**src/rtl/adc_sel_pkg.sv**
```systemverilog
package adc_sel_pkg;
  typedef enum logic [1:0] {
    SRC_AIN2     = 2'b00,
    SRC_AIN1     = 2'b01,
    SRC_DACMON   = 2'b10,
    SRC_SELFTEST = 2'b11
  } src_e;

  typedef enum logic [1:0] {
    OP_ARM   = 2'b00,
    OP_MODE  = 2'b01,
    OP_OTHER = 2'b10,
    OP_READ  = 2'b11
  } op_e;
endpackage

```
**src/rtl/rst_sync.sv**
```systemverilog
module rst_sync (
  input  logic clk,
  input  logic rst_n,
  output logic srst_n
);
  logic [1:0] sync_q;

  always_ff @(posedge clk or negedge rst_n) begin
    if (!rst_n) sync_q <= 2'b00;
    else        sync_q <= {sync_q[0], 1'b1};
  end

  assign srst_n = sync_q[1];
endmodule

```
**src/rtl/mode_ctl.sv**
```systemverilog
module mode_ctl
  import adc_sel_pkg::*;
(
  input  logic       clk,
  input  logic       srst_n,
  input  logic       cmd_en,
  input  logic [1:0] cmd_op,
  input  logic [1:0] cmd_data,
  output logic [1:0] mode_q,
  output logic       arm_q,
  output logic       mode_ok,
  output logic       mode_chg
);
  logic       is_mode_wr;
  logic       crosses_st;
  logic       arm_d;
  logic       arm_en;
  logic [1:0] mode_d;

  always_comb begin
    is_mode_wr = cmd_en && (cmd_op == OP_MODE);
    crosses_st = (mode_q == SRC_SELFTEST) != (cmd_data == SRC_SELFTEST);
    mode_ok    = !crosses_st || arm_q;
    mode_chg   = is_mode_wr && mode_ok && (cmd_data != mode_q);
    mode_d     = cmd_data;
    arm_en     = cmd_en && (cmd_op != OP_READ);
    arm_d      = (cmd_op == OP_ARM);
  end

  always_ff @(posedge clk or negedge srst_n) begin
    if (!srst_n)       mode_q <= SRC_AIN2;
    else if (mode_chg) mode_q <= mode_d;
  end

  always_ff @(posedge clk or negedge srst_n) begin
    if (!srst_n)     arm_q <= 1'b0;
    else if (arm_en) arm_q <= arm_d;
  end
endmodule

```
**src/rtl/settle_timer.sv**
```systemverilog
module settle_timer #(
  parameter int unsigned SETTLE_CYC = 46,
  localparam int CNT_W = $clog2(SETTLE_CYC + 1)
) (
  input  logic clk,
  input  logic srst_n,
  input  logic restart,
  output logic busy
);
  localparam logic [CNT_W-1:0] LOAD = CNT_W'(SETTLE_CYC);

  logic [CNT_W-1:0] cnt_q;
  logic [CNT_W-1:0] cnt_d;
  logic             cnt_en;

  always_comb begin
    busy   = (cnt_q != '0);
    cnt_en = restart || busy;
    cnt_d  = restart ? LOAD : cnt_q - 1'b1;
  end

  always_ff @(posedge clk or negedge srst_n) begin
    if (!srst_n)     cnt_q <= LOAD;
    else if (cnt_en) cnt_q <= cnt_d;
  end
endmodule

```
**src/rtl/result_latch.sv**
```systemverilog
module result_latch #(
  parameter int DW = 16
) (
  input  logic          clk,
  input  logic          srst_n,
  input  logic          conv_done,
  input  logic [DW-1:0] conv_data,
  input  logic          invalidate,
  input  logic          settled,
  input  logic          blocked,
  output logic [DW-1:0] data_q,
  output logic          valid_q
);
  logic take;
  logic valid_en;
  logic valid_d;

  always_comb begin
    take     = conv_done && settled && !invalidate && !blocked;
    valid_en = take || invalidate;
    valid_d  = !invalidate;
  end

  // Data register has no reset: its content survives a reset.
  always_ff @(posedge clk) begin
    if (take) data_q <= conv_data;
  end

  always_ff @(posedge clk or negedge srst_n) begin
    if (!srst_n)       valid_q <= 1'b0;
    else if (valid_en) valid_q <= valid_d;
  end
endmodule

```
**src/rtl/adc_src_sel.sv**
```systemverilog
module adc_src_sel
  import adc_sel_pkg::*;
#(
  parameter int DW        = 16,
  parameter int CLK_HZ    = 100_000_000,
  parameter int SETTLE_MS = 920,
  localparam longint SETTLE_L = (longint'(CLK_HZ) * longint'(SETTLE_MS)) / 1000,
  localparam int unsigned SETTLE_CYC = 32'(SETTLE_L)
) (
  input  logic          clk,
  input  logic          rst_n,
  input  logic          cmd_en,
  input  logic [1:0]    cmd_op,
  input  logic [1:0]    cmd_data,
  input  logic          dac_change,
  input  logic          dac_ramping,
  input  logic          conv_done,
  input  logic [DW-1:0] conv_data,
  output logic [1:0]    mode_o,
  output logic          data_valid,
  output logic          settle_busy,
  output logic          resp_valid,
  output logic          resp_q,
  output logic [DW-1:0] resp_data
);
  logic          srst_n;
  logic [1:0]    mode_q;
  logic          arm_q;
  logic          mode_ok;
  logic          mode_chg;
  logic          dac_hit;
  logic          invalidate;
  logic          mon_ramp;
  logic          busy;
  logic [DW-1:0] data_q;
  logic          valid_q;

  logic          rsp_v_d;
  logic          rsp_q_d;
  logic [DW-1:0] rsp_data_d;

  rst_sync u_rst (
    .clk    (clk),
    .rst_n  (rst_n),
    .srst_n (srst_n)
  );

  mode_ctl u_mode (
    .clk      (clk),
    .srst_n   (srst_n),
    .cmd_en   (cmd_en),
    .cmd_op   (cmd_op),
    .cmd_data (cmd_data),
    .mode_q   (mode_q),
    .arm_q    (arm_q),
    .mode_ok  (mode_ok),
    .mode_chg (mode_chg)
  );

  always_comb begin
    dac_hit    = dac_change && mode_q[1];
    invalidate = mode_chg || dac_hit;
    mon_ramp   = (mode_q == SRC_DACMON) && dac_ramping;
  end

  settle_timer #(.SETTLE_CYC(SETTLE_CYC)) u_settle (
    .clk     (clk),
    .srst_n  (srst_n),
    .restart (invalidate),
    .busy    (busy)
  );

  result_latch #(.DW(DW)) u_res (
    .clk        (clk),
    .srst_n     (srst_n),
    .conv_done  (conv_done),
    .conv_data  (conv_data),
    .invalidate (invalidate),
    .settled    (!busy),
    .blocked    (mon_ramp),
    .data_q     (data_q),
    .valid_q    (valid_q)
  );

  always_comb begin
    rsp_v_d    = cmd_en;
    rsp_q_d    = 1'b1;
    rsp_data_d = '0;
    case (cmd_op)
      OP_READ: begin
        rsp_q_d    = valid_q && !mon_ramp;
        rsp_data_d = data_q;
      end
      OP_MODE: rsp_q_d = mode_ok;
      default: rsp_q_d = 1'b1;
    endcase
  end

  always_ff @(posedge clk or negedge srst_n) begin
    if (!srst_n) begin
      resp_valid <= 1'b0;
      resp_q     <= 1'b0;
      resp_data  <= '0;
    end else begin
      resp_valid <= rsp_v_d;
      if (rsp_v_d) begin
        resp_q    <= rsp_q_d;
        resp_data <= rsp_data_d;
      end
    end
  end

  assign mode_o      = mode_q;
  assign data_valid  = valid_q;
  assign settle_busy = busy;
endmodule

```
**config.mk**
```make
export PLATFORM = sky130hd
export DESIGN_NAME = adc_src_sel
export DESIGN_NICKNAME = d
export VERILOG_FILES = /design/src/rtl/adc_sel_pkg.sv /design/src/rtl/rst_sync.sv /design/src/rtl/mode_ctl.sv /design/src/rtl/settle_timer.sv /design/src/rtl/result_latch.sv /design/src/rtl/adc_src_sel.sv
export SDC_FILE = /design/constraint.sdc
export NUM_CORES = 1
export LEC_CHECK = 0
export BUFFER_PORTS_ARGS = -buffer_cell sky130_fd_sc_hd__buf_2
export CORE_ASPECT_RATIO = 1.2
export CORE_MARGIN = 8
export CORE_UTILIZATION = 40
export DETAILED_ROUTE_END_ITERATION = 10
export GPL_TIMING_DRIVEN = 0
export HOLD_SLACK_MARGIN = 0.12
export PLACE_DENSITY = 0.6
export SLEW_MARGIN = 20
export SYNTH_ARGS = -nofsm -noshare
export SYNTH_HDL_FRONTEND = slang
export SYNTH_SLANG_ARGS = --single-unit
export TNS_END_PERCENT = 20
```
**constraint.sdc**
```tcl
create_clock -name clk -period 3.7 [get_ports clk]
set_input_delay 0.555 -clock clk [delete_from_list [all_inputs] [get_ports clk]]
set_output_delay 0.555 -clock clk [all_outputs]
set_load 0.1 [all_outputs]
```
* Word-level counts from Yosys, hierarchy flattened
Cells that the tools add are included.
** Cells by class
- Add/sub/neg operators :: 1
- Equal/unequal tests :: 8
- Muxes and demuxes :: 3
- Reduce and logical (&&, ||, !) cells :: 20
** Operators with widths (number)
- two-way mux 27 bit :: 1
- nonzero test 27 bit :: 1
- subtractor 27 x 1 -> 27 bit (second input constant) :: 1
- two-way mux 16 bit :: 1
- logical AND 1 bit :: 10
- == test 2 bit (second input constant) :: 4
- zero test 1 bit :: 4
- logical OR 1 bit :: 4
- == test 2 x 1 -> 1 bit (second input constant) :: 1
- zero test 2 bit :: 1
- inequality test 2 bit :: 1
- inequality test 2 bit (second input constant) :: 1
- case mux 1 bit (2 select lines) :: 1
- inequality test 1 bit :: 1
** Storage, ports and cells
- Flip-flop bits (word level) :: 67
- Input port bits :: 26
- Output and inout port bits :: 22

* Logic depth before layout (Yosys ltp)
- Depth after elaboration :: 11
- Depth in mapped cells :: 8
- Depth with buffers taken out :: 8

* Modules after synthesis
From an unflattened synthesis, not the netlist that was laid out.
** Unflattened totals
- Cells, all modules :: 275
- Area, all modules :: 3066.7 µm²
** Modules (own cells, without submodules)
- settle_timer :: instances 1, cells an instance 154, area an instance 1550.2 µm², sequential area each 693.2 µm²
- adc_src_sel :: instances 1, cells an instance 79, area an instance 757.0 µm², sequential area each 450.4 µm²
- result_latch :: instances 1, cells an instance 21, area an instance 528.0 µm², sequential area each 505.5 µm²
- mode_ctl :: instances 1, cells an instance 18, area an instance 177.7 µm², sequential area each 75.1 µm²
- rst_sync :: instances 1, cells an instance 3, area an instance 53.8 µm², sequential area each 50.0 µm²

* Worst setup path before layout
Ideal clock, no wire load.
- Path kind :: register to register
- Start point :: register u_settle.cnt_q[0]
- End point :: register u_res.data_q[0], enable pin
- Library setup time :: 0.388 ns
- Arrival time :: 2.663 ns
- Path slack :: 0.649 ns
- Stages on the path, launching flop included :: 8
- Buffers on the path :: 0
- Clock period less this slack :: 3.051 ns
- Path through :: dfrtp_1 inv_1 ha_1 nor4b_1 or4b_4 nor3_4 nand3_1 nor2_1
** On the way
- Longest elaborated chain between the ends :: 5
** Ends and longest elaborated chain
- from (decl) :: line settle_timer.sv:12 : logic [CNT_W-1:0] cnt_q;
- from (signal assigned) :: line settle_timer.sv:24 : else if (cnt_en) cnt_q <= cnt_d;
- nonzero test 27 bit :: line settle_timer.sv:17 : busy = (cnt_q != '0);
- zero test 1 bit :: line adc_src_sel.sv:79 : .settled (!busy),
- logical AND 1 bit (3 in a row) :: line result_latch.sv:19 : take = conv_done && settled && !invalidate && !blocked;
- named net u_res.take :: line result_latch.sv:14 : logic take;
- to (signal assigned) :: line result_latch.sv:26 : if (take) data_q <= conv_data;
- to (decl) :: line result_latch.sv:11 : output logic [DW-1:0] data_q,
The timed path passes the listed nets, and every way through them passes these cells.
A chain may end at the register's enable or synchronous reset.

* Worst setup path after layout
- Start point :: register u_settle.cnt_q[0]
- End point :: output settle_busy
** On the way
- Longest elaborated chain between the ends :: 1
** Ends and longest elaborated chain
- nonzero test 27 bit :: line settle_timer.sv:17
- to (decl) :: line adc_src_sel.sv:21 : output logic settle_busy,
Every way passes these cells.

==> impl_metrics.yaml <==
setup_path:
  cp_slowest_stage_delay_ns: 0.58
  required_ns: 3.14
  critPathKind: "reg -> out"
  cp_top_family: "simple AND/OR/NAND/NOR gates"
  end_kind: "output port"
  critPathLaunchType: "flop"
  crit_fanout: 7
  path_cells: "inv_1 > ha_1 > nor4b_2 > or4b_4 > nor3_4 > inv_2 > buf_2"
  arrival_ns: 2.76
  critPathSlowestCell: "or4b_4"
  worstPathBufferInverterCount: 3
sta:
  layout_min_cycle_time_ns: 3.319
  finalCritPeriodShare_pct: 89.70
  setup_viol: 0
  slew_headroom_pct: 42.29
  slew_viol_final: 0
  finalSetupTns_ns: 0
  rsz0062_at_grt: "false"
  tightest_slew_ns: 0.8647
  skew_ns: 0.007283
  max_freq_mhz: 301.3
  final.setup.worst_slack_ns: 0.3812
  hold_viol_final: 0
global_route:
  grt_use_total_pct: 13.52
  grt_pass1_vias: 2375
  overflow: 0
  grt_max_degree: 50
  grt_pass1_wl_um: 11290
  antenna_found_initial: 0
drt:
  drt-total-wl_um: 6471
  drcViolationCount: 0
  ant_nets: 0
  drt-vias-per-instance: 5.263
  drt-pass1-iter-count: 4
  dr.first_iter.drc_count: 119
  avgRoutedWirePerCell_um: 15.08
  vias: 2258
logic_synthesis:
  syn_avg_cell_area_sq_um: 10.90
  synth-async-reset-ratio_pct: 76.12
  ys_ff_latch: 67
  synth_cells: 275
  synth_edf_count: 16
  synthFlopType: "dfrtp_1"
  synth_area_sq_um: 2997
  yosysSeqAreaShare_pct: 59.21
  yosysWarningCount: 0
  syn_nets: 302
  ys_types: 50
power_and_ir_drop:
  finalPower_mw: 2.139
  p_int_mw: 1.445
  pwr-share-clk_pct: 35.5
  p_leak_nw: 1.471
  comb_power_share_pct: 21.6
  switching_share_pct: 32.42
  pwr-share-seq_pct: 42.9
  switching_power_mw: 0.6934
  ir_drop_v: 0.0004241
  powerDensity_nw_per_um2: 591.3
run:
  maxCapViolCount: 0
placed_design:
  place_hpwl_um: 4553
  gp_congestion: 0.7536
  io_buffers: 47
  dpl_worst_slack_ns: 0.2510
clock_network:
  clk_latency_ns: 0.34
  cts_root_buf: "clkbuf_8"
  cts_sinks: 67
  cts_inserted_buffers: 9
  cts_tree: "yes"
  max-clock-path-buffers: 2
  path_clk_slew_ns: 0.08
  cts_max_level: 3
worst_hold_path:
  worstHoldPathType: "reg -> reg"
die:
  row_count: 34
  dieWidth_um: 95.01
  die_y_um: 110.8
  core_sq_um: 7274
  dieArea_sq_um: 10530
  io_pins: 48
  start_util_pct: 41.19
run_status:
  status: "finished, final reports clean"
final_layout:
  syn_to_final_growth_pct: 20.71
  layout-drive-gt1-share_pct: 29.50
  nets: 361
  fill_cells: 650
  antenna_cells: 0
[final cells by class]
type	count	area [sq um]	share of cell area, %
well taps	90	112.6	3.113
flip-flops and latches	67	1778	49.15
plain buffers	6	22.52	0.6226
clock buffers	10	137.6	3.805
inverters	24	90.09	2.490
clock inverters	6	112.6	3.113
multi-input cells	178	1119	30.92
repair buffers	48	245.2	6.780
[timing repair]
item,CTS,global route
setup endpoints to repair,0,1
hold buffers,1,0
gates resized for setup,0,1
endpoints found under the hold margin,2,0
buffers inserted,0,0
[cell usage in the layout, fill, tap and decap left out, types with 8 or more instances in the layout]
cell type	n
nand3_1	15
dfstp_2	14
a21oi_1	8
buf_2	47
nor2_1	13
clkbuf_8	10
dfrtp_1	36
nand2_1	27
or3_1	12
o21ai_0	28
edfxtp_1	16
inv_1	23
[synthesized netlist by cell type, drive strengths merged (2+ instances only)]
master	count	area, sq um
or3	14	90.08
xor2	2	17.52
o31ai	4	43.79
nand2b	3	18.77
nor4b	3	32.53
xnor2	5	43.79
nand3b	4	30.03
mux2i	2	20.02
or4	10	90.08
clkbuf	6	22.52
mux2	2	22.52
a211oi	2	25.02
dfstp	14	367.9
dfrtp	37	925.9
nand3	15	75.07
nand2	27	101.4
o21ai	28	140.1
nor2	14	52.55
inv	24	90.08
nor3	6	41.29
edfxtp	16	480.5
a31oi	5	31.28
nor4	5	37.53
a21oi	8	40.04
[through the flow]
stage	instance area (sq um)	hold WS (ns)	cells	util, %
finish	3617	0.3536	429	49.72
global route	3617	0.3623	429	49.72
CTS	3611	0.3496	429	49.64
detailed placement	3351	0.3379	412	46.06
global placement	3344	0.3350	412	45.98
floorplan	2997	0.2594	275	-
[per-layer routing]
metal | GRT usage [%] | part of all wire [%] | up-vias
met5 | 0 | 0 | -
met1 | 15.66 | 44 | 1095
met3 | 4.201 | 5.3 | 12
li1 | - | - | 1101
met4 | 7.724 | 2.4 | 0
met2 | 21.33 | 48 | 50
[worst paths after layout]
kind	from	to	slack [ns]	cells after the start
min in group asynchronous	u_rst.sync_q[1]$_DFF_PN0_	u_settle.cnt_q[6]$_DFFE_PN0P_	0.37	0
min	u_rst.sync_q[0]$_DFF_PN0_	u_rst.sync_q[1]$_DFF_PN0_	0.35	0
max in group asynchronous	u_rst.sync_q[1]$_DFF_PN0_	u_mode.mode_q[1]$_DFFE_PN0P_	2.90	0
max reg2reg	u_settle.cnt_q[0]$_DFFE_PN0P_	u_res.data_q[10]$_DFFE_PP_	0.52	7
max	u_settle.cnt_q[0]$_DFFE_PN0P_	settle_busy	0.38	7
min reg2reg	u_rst.sync_q[0]$_DFF_PN0_	u_rst.sync_q[1]$_DFF_PN0_	0.35	0
[flip-flops by register name (all words and copies together) (netlist names)]
name / cells
resp_data: 16
resp_q: 1
resp_valid: 1
u_mode.arm_q: 1
u_mode.mode_q: 2
u_res.data_q: 16
u_res.valid_q: 1
u_rst.sync_q: 2
u_settle.cnt_q: 27
[kinds of logic after synthesis]
kind of cell               share of synthesized area [%]
AOI/OAI and AO/OA                                  12.19
muxes                                              1.420
xor gates and xnor gates                           2.046
and+or+nand+nor                                    20.84
adders and majority gates                         0.4175
other                                             0.1251
buffers and inverters                              3.758
DFF                                                59.21
[power by group through the flow]
stage               clock network [mW]  logic, mW  registers [mW]
floorplan                            0      0.236            1.04
global placement                     0      0.450           0.926
detailed placement                   0      0.459           0.929
CTS                              0.777      0.463           0.915
global route                     0.803      0.506           0.933
finish                           0.760      0.462           0.917
No activity file was read; power rests on OpenSTA's default activity.
